--- config.mk ---
export PLATFORM = sky130hd
export DESIGN_NAME = zstuff_mixer
export DESIGN_NICKNAME = d
export VERILOG_FILES = /design/src/rtl/zsm_pkg.sv /design/src/rtl/zsm_slot_ctr.sv /design/src/rtl/zsm_phase_gen.sv /design/src/rtl/zsm_mix_lane.sv /design/src/rtl/zstuff_mixer.sv
export SDC_FILE = /design/constraint.sdc
export NUM_CORES = 2
export LEC_CHECK = 0
export ABC_CLOCK_PERIOD_IN_PS = 19200
export CORE_UTILIZATION = 32
export CTS_CLUSTER_DIAMETER = 120
export CTS_CLUSTER_SIZE = 8
export DETAILED_ROUTE_END_ITERATION = 16
export PLACE_DENSITY_LB_ADDON = 0.2
export SYNTH_ARGS = -nofsm -noshare
export SYNTH_HDL_FRONTEND = slang
export SYNTH_SLANG_ARGS = --single-unit
export TNS_END_PERCENT = 10
--- constraint.sdc ---
create_clock -name clk -period 19.2 [get_ports clk]
set_input_delay 4.8 -clock clk [delete_from_list [all_inputs] [get_ports clk]]
set_output_delay 4.8 -clock clk [all_outputs]
set_load 0.05 [all_outputs]
--- src/rtl/zsm_pkg.sv ---
package zsm_pkg;

   localparam int COEF_W = 17;
   localparam int FRAC_W = 15;

   typedef enum logic [1:0] {
      MOD_NONE   = 2'b00,
      MOD_HALF   = 2'b01,
      MOD_QUART  = 2'b10,
      MOD_EIGHTH = 2'b11
   } mod_e;

   localparam logic signed [COEF_W-1:0] K_ONE = 17'sd32768;
   localparam logic signed [COEF_W-1:0] K_R2  = 17'sd23170;

   // Cosine of k*pi/4 in Q15, k taken modulo 8.
   function automatic logic signed [COEF_W-1:0] rot8(input logic [2:0] k);
      logic signed [COEF_W-1:0] v;
      case (k)
         3'd0:    v = K_ONE;
         3'd1:    v = K_R2;
         3'd2:    v = '0;
         3'd3:    v = -K_R2;
         3'd4:    v = -K_ONE;
         3'd5:    v = -K_R2;
         3'd6:    v = '0;
         default: v = K_R2;
      endcase
      return v;
   endfunction

   // Phase increment in eighths of a turn per output cycle.
   function automatic logic [2:0] step_of(input logic [1:0] m);
      logic [2:0] s;
      case (m)
         MOD_HALF:   s = 3'd4;
         MOD_QUART:  s = 3'd2;
         MOD_EIGHTH: s = 3'd1;
         default:    s = 3'd0;
      endcase
      return s;
   endfunction

endpackage

--- src/rtl/zsm_slot_ctr.sv ---
module zsm_slot_ctr #(
   parameter int SELW = 2
) (
   input  logic            clk,
   input  logic            rst_n,
   input  logic            restart,
   input  logic [SELW-1:0] l2,
   output logic            take
);
   localparam int MAXL2 = (2 ** SELW) - 1;

   logic [MAXL2-1:0] slot, slot_use, slot_nxt, mask;

   always_comb begin
      mask     = MAXL2'((1 << l2) - 1);
      slot_use = restart ? '0 : slot;
      take     = (slot_use == '0);
      slot_nxt = (slot_use + MAXL2'(1)) & mask;
   end

   always_ff @(posedge clk or negedge rst_n) begin
      if (!rst_n) slot <= '0;
      else        slot <= slot_nxt;
   end

   // at factor 1 every cycle consumes a sample
   p_take_1x_r1: assert property (@(posedge clk) disable iff (!rst_n)
      (l2 == '0) |-> take);

   // after a consumed sample the next slot is a stuffed one unless restarted
   p_take_gap_r1: assert property (@(posedge clk) disable iff (!rst_n)
      (take && l2 != '0) |=> (!take || restart));

   // at factor 2 a stuffed slot is followed by a consumed one
   p_take_2x_r1: assert property (@(posedge clk) disable iff (!rst_n)
      (l2 == SELW'(1) && !take) |=> take);

endmodule

--- src/rtl/zsm_phase_gen.sv ---
module zsm_phase_gen
   import zsm_pkg::*;
(
   input  logic                     clk,
   input  logic                     rst_n,
   input  logic                     restart,
   input  logic [1:0]               mode,
   output logic signed [COEF_W-1:0] cos_c,
   output logic signed [COEF_W-1:0] sin_c
);
   logic [2:0] ph, ph_use, ang;

   always_comb begin
      ph_use = restart ? 3'd0 : ph;
      ang    = ph_use * step_of(mode);
      cos_c  = rot8(ang);
      sin_c  = rot8(ang - 3'd2);
   end

   always_ff @(posedge clk or negedge rst_n) begin
      if (!rst_n) ph <= 3'd0;
      else        ph <= ph_use + 3'd1;
   end

   // a configuration change starts the sequence at angle zero
   p_phase_start_r10: assert property (@(posedge clk) disable iff (!rst_n)
      restart |-> (cos_c == K_ONE && sin_c == '0));

   // the half-rate shift has no sine term
   p_half_nosin_r4: assert property (@(posedge clk) disable iff (!rst_n)
      (mode == MOD_HALF) |-> (sin_c == '0));

   // at quarter rate exactly one of the two terms is non-zero
   p_quart_excl_r5: assert property (@(posedge clk) disable iff (!rst_n)
      (mode == MOD_QUART) |-> ((cos_c == '0) != (sin_c == '0)));

endmodule

--- src/rtl/zsm_mix_lane.sv ---
module zsm_mix_lane
   import zsm_pkg::*;
#(
   parameter int DW = 16
) (
   input  logic                     clk,
   input  logic                     rst_n,
   input  logic signed [DW-1:0]     x,
   input  logic signed [COEF_W-1:0] cx,
   input  logic signed [DW-1:0]     y,
   input  logic signed [COEF_W-1:0] cy,
   output logic        [DW-1:0]     dout
);
   localparam int PW   = DW + COEF_W;
   localparam int ACCW = PW + 1;
   localparam longint MAXL = (longint'(1) << (DW - 1)) - 1;
   localparam logic signed [ACCW-1:0] SMAX = ACCW'(MAXL);
   localparam logic signed [ACCW-1:0] SMIN = ACCW'(-MAXL - 1);

   logic signed [PW-1:0]   px, py;
   logic signed [ACCW-1:0] acc, sh;
   logic        [DW-1:0]   nxt;

   always_comb begin
      px  = PW'(x) * PW'(cx);
      py  = PW'(y) * PW'(cy);
      acc = ACCW'(px) + ACCW'(py);
      sh  = acc >>> FRAC_W;
      if (sh > SMAX)      nxt = SMAX[DW-1:0];
      else if (sh < SMIN) nxt = SMIN[DW-1:0];
      else                nxt = sh[DW-1:0];
   end

   always_ff @(posedge clk or negedge rst_n) begin
      if (!rst_n) dout <= '0;
      else        dout <= nxt;
   end

   // overrange clips to the positive limit
   p_sat_hi_r9: assert property (@(posedge clk) disable iff (!rst_n)
      (sh > SMAX) |=> (dout == SMAX[DW-1:0]));

   // underrange clips to the negative limit
   p_sat_lo_r9: assert property (@(posedge clk) disable iff (!rst_n)
      (sh < SMIN) |=> (dout == SMIN[DW-1:0]));

endmodule

--- src/rtl/zstuff_mixer.sv ---
module zstuff_mixer
   import zsm_pkg::*;
#(
   parameter int DW   = 16,
   parameter int SELW = 2
) (
   input  logic            clk,
   input  logic            rst_n,
   input  logic [SELW-1:0] interp_sel,
   input  logic [1:0]      mod_sel,
   input  logic            cplx_en,
   input  logic [DW-1:0]   din_i,
   input  logic [DW-1:0]   din_q,
   output logic            take_o,
   output logic [DW-1:0]   dout_a,
   output logic [DW-1:0]   dout_b
);
   localparam int CFGW  = SELW + 3;
   localparam int LANES = 2;

   if (DW < 4 || DW > 32) begin : g_bad_dw
      $error("zstuff_mixer: DW out of range");
   end
   if (SELW < 1 || SELW > 3) begin : g_bad_selw
      $error("zstuff_mixer: SELW out of range");
   end

   logic [CFGW-1:0] cfg_now, cfg_q;
   logic            restart;

   assign cfg_now = {interp_sel, mod_sel, cplx_en};
   assign restart = (cfg_now != cfg_q);

   always_ff @(posedge clk or negedge rst_n) begin
      if (!rst_n) cfg_q <= '0;
      else        cfg_q <= cfg_now;
   end

   zsm_slot_ctr #(.SELW(SELW)) u_slot (
      .clk     (clk),
      .rst_n   (rst_n),
      .restart (restart),
      .l2      (interp_sel),
      .take    (take_o)
   );

   logic signed [COEF_W-1:0] cos_c, sin_c;

   zsm_phase_gen u_phase (
      .clk     (clk),
      .rst_n   (rst_n),
      .restart (restart),
      .mode    (mod_sel),
      .cos_c   (cos_c),
      .sin_c   (sin_c)
   );

   logic signed [DW-1:0] zi, zq;
   assign zi = take_o ? din_i : '0;
   assign zq = take_o ? din_q : '0;

   logic signed [DW-1:0]     lx  [LANES];
   logic signed [DW-1:0]     ly  [LANES];
   logic signed [COEF_W-1:0] lcx [LANES];
   logic signed [COEF_W-1:0] lcy [LANES];
   logic        [DW-1:0]     lo  [LANES];

   always_comb begin
      // lane 0: I*cos, minus Q*sin in complex mode
      lx[0]  = zi;
      lcx[0] = cos_c;
      ly[0]  = zq;
      lcy[0] = cplx_en ? -sin_c : '0;
      // lane 1: Q*cos, plus I*sin in complex mode
      lx[1]  = zq;
      lcx[1] = cos_c;
      ly[1]  = zi;
      lcy[1] = cplx_en ? sin_c : '0;
   end

   for (genvar g = 0; g < LANES; g++) begin : g_lane
      zsm_mix_lane #(.DW(DW)) u_lane (
         .clk   (clk),
         .rst_n (rst_n),
         .x     (lx[g]),
         .cx    (lcx[g]),
         .y     (ly[g]),
         .cy    (lcy[g]),
         .dout  (lo[g])
      );
   end

   assign dout_a = lo[0];
   assign dout_b = lo[1];

   // with no stuffing and no shift the block is a single register stage
   p_bypass_r3: assert property (@(posedge clk) disable iff (!rst_n)
      (interp_sel == '0 && mod_sel == MOD_NONE)
      |=> (dout_a == $past(din_i) && dout_b == $past(din_q)));

   // a stuffed slot with no shift yields zero on both outputs
   p_zero_slot_r2: assert property (@(posedge clk) disable iff (!rst_n)
      (!take_o && mod_sel == MOD_NONE) |=> (dout_a == '0 && dout_b == '0));

   // any configuration change consumes a sample in that cycle
   p_restart_take_r10: assert property (@(posedge clk) disable iff (!rst_n)
      restart |-> take_o);

endmodule

== Word-level counts from Yosys, hierarchy flattened ==
Cells that the tools add are included.
Cells by class
  bitwise gates (word level): 1
  $lt $le $gt $ge: 4
  multiply operators: 5
  multiplexer cells: 13
  shifts and indexed selects: 1
  $add $sub $neg: 7
  reduce and logical (&&, ||, !) cells: 7
  equality and inequality tests: 14
Operator list (number)
  case mux 17 bit (4 select lines): 2
  multiplier 16 x 17 -> 33 bit: 4
  2-to-1 mux 16 bit: 6
  adder 33 x 33 -> 34 bit: 2
  greater-than comparator 19 x 16 -> 1 bit (second input constant): 2
  < comparator 19 x 16 -> 1 bit (second input constant): 2
  2-to-1 mux 17 bit: 2
  == test 3 bit (second input constant): 6
  negation 17 bit: 1
  == test 3 x 2 -> 1 bit (second input constant): 4
  logical NOT 3 bit: 3
  case mux 3 bit (3 select lines): 1
  OR reduction 2 bit: 4
  adder 3 x 1 -> 3 bit (second input constant): 2
  2-to-1 mux 3 bit: 2
  subtractor 3 x 2 -> 3 bit (second input constant): 2
  != test 5 bit: 1
  == test 2 bit (second input constant): 2
  AND 3 bit: 1
  multiplier 3 x 3 -> 3 bit: 1
  << shifter 1 x 2 -> 3 bit (first input constant): 1
  == test 2 x 1 -> 1 bit (second input constant): 1
Word-level totals
  output and inout port bits: 33
  word-level logic and storage cells: 57
  input bits: 39
  bits in registers: 43

== Logic depth before layout (Yosys ltp) ==
  word-level depth: 14
  depth in mapped cells: 41
  depth with buffers taken out: 38

== By module ==
From an unflattened synthesis, not the netlist that was laid out.
Second synthesis, totals
  cell total of the unflattened synthesis: 4679
  area total of the unflattened synthesis: 44455.1 um2
Modules (own cells, without submodules)
  zsm_mix_lane at g_lane[0].u_lane: seq. area each 400.4 um2, area an instance 21637.0 um2, cells each 2255, instances 1
  zsm_mix_lane at g_lane[1].u_lane: seq. area each 400.4 um2, area an instance 21257.9 um2, cells each 2226, instances 1
  zstuff_mixer: seq. area each 125.1 um2, area an instance 912.1 um2, cells each 124, instances 1
  zsm_phase_gen: seq. area each 75.1 um2, area an instance 478.0 um2, cells each 58, instances 1
  zsm_slot_ctr: seq. area each 75.1 um2, area an instance 170.2 um2, cells each 16, instances 1

== Worst setup path before layout ==
No wires, ideal clock.
  kind: in2reg
  start: input mod_sel[1]
  end: register g_lane[0].u_lane.dout[10]
  path slack: 4810 ps
  data arrival time: 14271 ps
  data required time: 19082 ps
  buffers on the path: 4
  stages on the path: 37
  library setup time: 118 ps
  path through: buf_4 -> xor2_1 -> or3_1 -> nor2_1 -> nand2_1 -> nor3b_1 -> ha_1 -> xor2_1 -> nand2_1 -> nand2_1 -> o21ai_1 -> buf_2 -> nor2_1 -> fa_1 -> fa_1 -> inv_1 -> fa_1 -> fa_1 -> inv_1 -> fa_1 -> fa_1 -> fa_1 -> inv_1 -> fa_1 -> inv_1 -> ha_1 -> clkbuf_1 -> a21o_1 -> a21o_1 -> a21oi_1 -> o22ai_1 -> or4_1 -> o21ai_0 -> a21o_1 -> a21oi_4 -> buf_6 -> a21o_1
On the way
  longest elaborated chain between the ends: 14
  elaborated cells on any way between the ends: 39
  classes of those cells: add/sub: 3; mul: 3; order compare: 2; eq/ne: 14; mux: 10; reduce/logical: 7
RTL lines
  from (decl): RTL line zstuff_mixer.sv:10  | input logic [1:0] mod_sel,
  == test 2 bit (tied with other cells): RTL line zsm_pkg.sv:35  | case (m)
  case mux 3 bit (3 select lines) or 2-to-1 mux 3 bit (tied branches): RTL line zsm_pkg.sv:35, zsm_phase_gen.sv:14
  multiplier 3 x 3 -> 3 bit: RTL line zsm_phase_gen.sv:15  | ang = ph_use * step_of(mode);
  subtractor 3 x 2 -> 3 bit: RTL line zsm_phase_gen.sv:17  | sin_c = rot8(ang - 3'd2);
  == test 3 x 2 -> 1 bit or == test 3 bit (tied branches): RTL line zsm_pkg.sv:19  | case (k)
  OR reduction 2 bit (no line)
  case mux 17 bit (4 select lines): RTL line zsm_pkg.sv:19
  negation 17 bit: RTL line zstuff_mixer.sv:73  | lcy[0] = cplx_en ? -sin_c : '0;
  2-to-1 mux 17 bit: RTL line zstuff_mixer.sv:73
  multiplier 16 x 17 -> 33 bit: RTL line zsm_mix_lane.sv:26  | py = PW'(y) * PW'(cy);
  adder 33 x 33 -> 34 bit (*): RTL line zsm_mix_lane.sv:27  | acc = ACCW'(px) + ACCW'(py);
  < comparator 19 x 16 -> 1 bit: RTL line zsm_mix_lane.sv:30  | else if (sh < SMIN) nxt = SMIN[DW-1:0];
  2-to-1 mux 16 bit: RTL line zsm_mix_lane.sv:30
  2-to-1 mux 16 bit (*): RTL line zsm_mix_lane.sv:29  | if (sh > SMAX) nxt = SMAX[DW-1:0];
  named net g_lane[0].u_lane.nxt[10]: RTL line zsm_mix_lane.sv:22  | logic [DW-1:0] nxt;
  to (signal assigned): RTL line zsm_mix_lane.sv:36  | else dout <= nxt;
  to (decl): RTL line zsm_mix_lane.sv:12  | output logic [DW-1:0] dout
Mark *: on every way through the listed nets, which the timed path passes. The rest lies on a longest branch.

== Worst setup path in the final report ==
  start: input cplx_en
  end: register g_lane[1].u_lane.dout[0]
On the way
  longest elaborated chain between the ends: 13
  elaborated cells on any way between the ends: 34
  classes of those cells: add/sub: 2; mul: 3; order compare: 2; eq/ne: 11; mux: 9; reduce/logical: 7
RTL lines
  from (decl): RTL line zstuff_mixer.sv:11  | input logic cplx_en,
  != test 5 bit: RTL line zstuff_mixer.sv:32  | assign restart = (cfg_now != cfg_q);
  2-to-1 mux 3 bit: RTL line zsm_phase_gen.sv:14  | ph_use = restart ? 3'd0 : ph;
  multiplier 3 x 3 -> 3 bit: RTL line zsm_phase_gen.sv:15
  subtractor 3 x 2 -> 3 bit: RTL line zsm_phase_gen.sv:17
  == test 3 x 2 -> 1 bit or == test 3 bit (tied branches): RTL line zsm_pkg.sv:19
  OR reduction 2 bit (no line)
  case mux 17 bit (4 select lines): RTL line zsm_pkg.sv:19
  2-to-1 mux 17 bit: RTL line zstuff_mixer.sv:78  | lcy[1] = cplx_en ? sin_c : '0;
  multiplier 16 x 17 -> 33 bit: RTL line zsm_mix_lane.sv:26
  adder 33 x 33 -> 34 bit (*): RTL line zsm_mix_lane.sv:27
  < comparator 19 x 16 -> 1 bit: RTL line zsm_mix_lane.sv:30
  2-to-1 mux 16 bit: RTL line zsm_mix_lane.sv:30
  2-to-1 mux 16 bit (*): RTL line zsm_mix_lane.sv:29
  named net g_lane[1].u_lane.nxt[0]: RTL line zsm_mix_lane.sv:22
  to (signal assigned): RTL line zsm_mix_lane.sv:36
  to (decl): RTL line zsm_mix_lane.sv:12
Marked as above.

==> results by group <==
Worst setup path
  • Worst EP arrival: 17.26 ns
  • Crit path required time: 19.40 ns
  • Critical Path Start Type: input port
  • Crit Path Class: in -> reg
  • Critical-path top delay cell: nor2_1
  • Critical path endpoint category: flop
  • Crit path largest cell delay: 1.09 ns
  • Most frequent CP cell: fa_1
  • Worst Path Max Fanout: 15

Place
  • Placed insts: 4935
  • Buffers on Ports: 71
  • Gpl congestion: 0.919
  • DP Wirelength: 87.0 mm
  • Worst slack, placed: 1.81 ns
  • Placed cell areas: 0.0377 mm^2

Logic synthesis
  • Register area share after synthesis: 3.05%
  • Largest family of logic cells by synthesized area: adder cells
  • Post-synth top flop: dfrtp_1
  • Mux contribution to synthesized area: 0.0319%
  • Ranking of synthesized cells by area: fa_1 (61%), inv_1 (14%), ha_1 (9.8%)
  • Netlist cell types: 59
  • Number of flops mapped to enable cells by yosys: 0
  • Simple-gate area share of the yosys netlist: 6.01%
  • Post-synthesis cell count: 3488
  • Largest area contributor in the netlist: fa_1
  • Post-synthesis register bit count: 43
  • Syn. warnings: 0
  • FFs w/ async S/R, synth: 100%
  • Synthesized Nets: 4880
  • Synth Cell Area: 0.0353 mm^2
  • Synth Area in Compound Gates: 3.12%
  • XOR/XNOR Fraction of Synth Area: 2.34%
  • Yosys top cell area share: 61.1%
  • Avg Cell Area, Syn: 10.1 um^2
  • Synth Area in Adders: 70.9%

Routing
  • Vias: 22000
  • Vias per inst: 4.45
  • Final WL: 94.7 mm
  • Post-route ant nets: 0
  • DRC errors left: 0
  • Pre-antenna DRT Iters: 5
  • DR WL/cell: 19.2 um
  • 1st-iter DRT viols: 1369

Floorplanning
  • Core area: 0.109 mm^2
  • I/O pin count: 72
  • Starting Density: 32.4%
  • Site row count: 121
  • Chip width: 334 um
  • Die area: 0.112 mm^2
  • Die Span Y: 334 um

Power and ir drop
  • Max IR drop VDD: 0.0871 mV
  • P_leak: 20.8 nW
  • Power Dens Cells: 47.6 mW/mm^2
  • Design Power: 1.80 mW

Timing
  • Slew HR: 7.65%
  • Fmax: 0.0586 GHz
  • Setup violations, final: 0
  • Post-route minimum period: 17.06 ns
  • Slew at the pin closest to its max-slew limit: 1.38 ns
  • RSZ-0062 raised after global routing: no
  • Clock Skew: 0.0111 ns
  • Worst hold slack: 0.549 ns
  • Final Hold Vio Count: 0
  • Sum of negative setup slack: 0 ns
  • Fin. max-slew vios: 0
  • Final period util: 88.9%
  • PnR worst setup slack: 2.14 ns

Final layout
  • # fillers: 11300
  • Share of layout cells above drive strength 1: 2.41%
  • Layout area overhead: 7.34%
  • Register area: 0.00108 mm^2
  • Most frequent cells in the layout: inv_1 (1271), fa_1 (1076), ha_1 (277), nand2_1 (193), nor2_1 (146)
  • Final core occ: 34.7%
  • Post-Layout Cell Count: 4943
  • Multi-input gate area: 0.0291 mm^2
  • Most common cell after layout, fill and taps aside: inv_1
  • Fin nets: 4920
  • Final non-filler cell area: 0.0379 mm^2
  • Ant diodes: 0

Clocking
  • Clk Latency, worst-skew pair: 0.35 ns
  • PostCTS Resize Cnt: 0
  • Cts hold-fix bufs: 0
  • Post-CTS setup buffer count: 0
  • Total clock sinks: 43
  • # H-tree levels: 2
  • Clk buf depth: 2
  • TritonCTS Buffers: 5
  • Clock transition at path regs: 0.09 ns
  • CTS tree: done
  • Root Buffer: clkbuf_16

Global routing
  • Total GRT Usage: 18.3%
  • Largest net degree at the start of global routing: 73
  • First-pass GRT wire length: 151 mm
  • Initial antenna violation count: 0
  • Number of global-route vias before repair: 24600
  • Total gr overflow: 0

Job
  • Max-cap violations: 0

Hold path
  • Min-Delay Path Class: reg -> reg

Outcome
  • Status: completed
report_power, final:
group	total, mW	switching (mW)	internal [mW]	leakage [nW]
Clock	0.120	0.0540	0.0659	0.0875
Combinational	1.53	0.921	0.607	20.2
Sequential	0.155	0.0122	0.143	0.492
Total	1.80	0.987	0.816	20.8
cell families after synthesis:
| kind of cell | count (synthesis) |
|---|---|
| AOI/OAI and AO/OA | 162 |
| xor gates and xnor gates | 90 |
| adders and majority gates | 1353 |
| buffers and inverters | 1352 |
| DFF | 43 |
| muxes | 1 |
| and+or+nand+nor | 487 |
sequential cells by signal (all words and copies together), names as in the netlist:
| register | count |
|---|---|
| g_lane.u_lane.dout | 32 |
| cfg_q | 5 |
| u_slot.slot | 3 |
| u_phase.ph | 3 |
critical path, delay by kind of cell:
kind / cells / cell delay, ns
AOI/OAI and AO/OA: 8 / 1.95
and+or+nand+nor: 9 / 3.40
xor gates and xnor gates: 2 / 0.49
adders and majority gates: 10 / 5.44
buffers and inverters: 6 / 1.17
cell type report:
| type | count | area share, % |
|---|---|---|
| clock buffers | 6 | 0.367 |
| clock inverters | 2 | 0.102 |
| inverters | 1293 | 12.8 |
| multi-input cells | 2093 | 76.9 |
| flip-flops and latches | 43 | 2.84 |
| well taps | 1414 | 4.67 |
| repair buffers | 92 | 2.28 |
worst paths after layout:
check / from / to / slack, ns / cells past startpoint
min reg2reg: u_phase.ph[2]$_DFF_PN0_ / u_phase.ph[2]$_DFF_PN0_ / 0.55 / 2
max: cplx_en / g_lane[1].u_lane.dout[0]$_DFF_PN0_ / 2.14 / 35
max in group asynchronous: rst_n / g_lane[1].u_lane.dout[15]$_DFF_PN0_ / 14.12 / 2
max reg2reg: cfg_q[3]$_DFF_PN0_ / g_lane[1].u_lane.dout[0]$_DFF_PN0_ / 6.91 / 34
min in group asynchronous: rst_n / g_lane[0].u_lane.dout[1]$_DFF_PN0_ / 4.57 / 2
min: u_phase.ph[2]$_DFF_PN0_ / u_phase.ph[2]$_DFF_PN0_ / 0.55 / 2
synthesized netlist by cell type, types with 5 or more instances:
cell type / count
a21o_1: 37
a21oi_1: 45
a31oi_1: 5
and2_1: 9
and3_1: 19
buf_2: 10
buf_6: 5
clkbuf_1: 39
dfrtp_1: 43
fa_1: 1076
ha_1: 277
inv_1: 1271
inv_2: 21
nand2_1: 193
nand3_1: 81
nand4_1: 10
nor2_1: 146
nor3_1: 10
o211ai_1: 5
o21ai_0: 19
o21ai_1: 19
xnor2_1: 61
xor2_1: 24
routing by layer:
layer,global-route usage [%],vias up,wire [um]
met5,0,-,0
met4,2.80,0,1200
met3,2.63,41,5480
met2,29.9,516,45500
met1,26.3,11600,42600
li1,-,9871,-
Power figures use the tool's default switching activity.
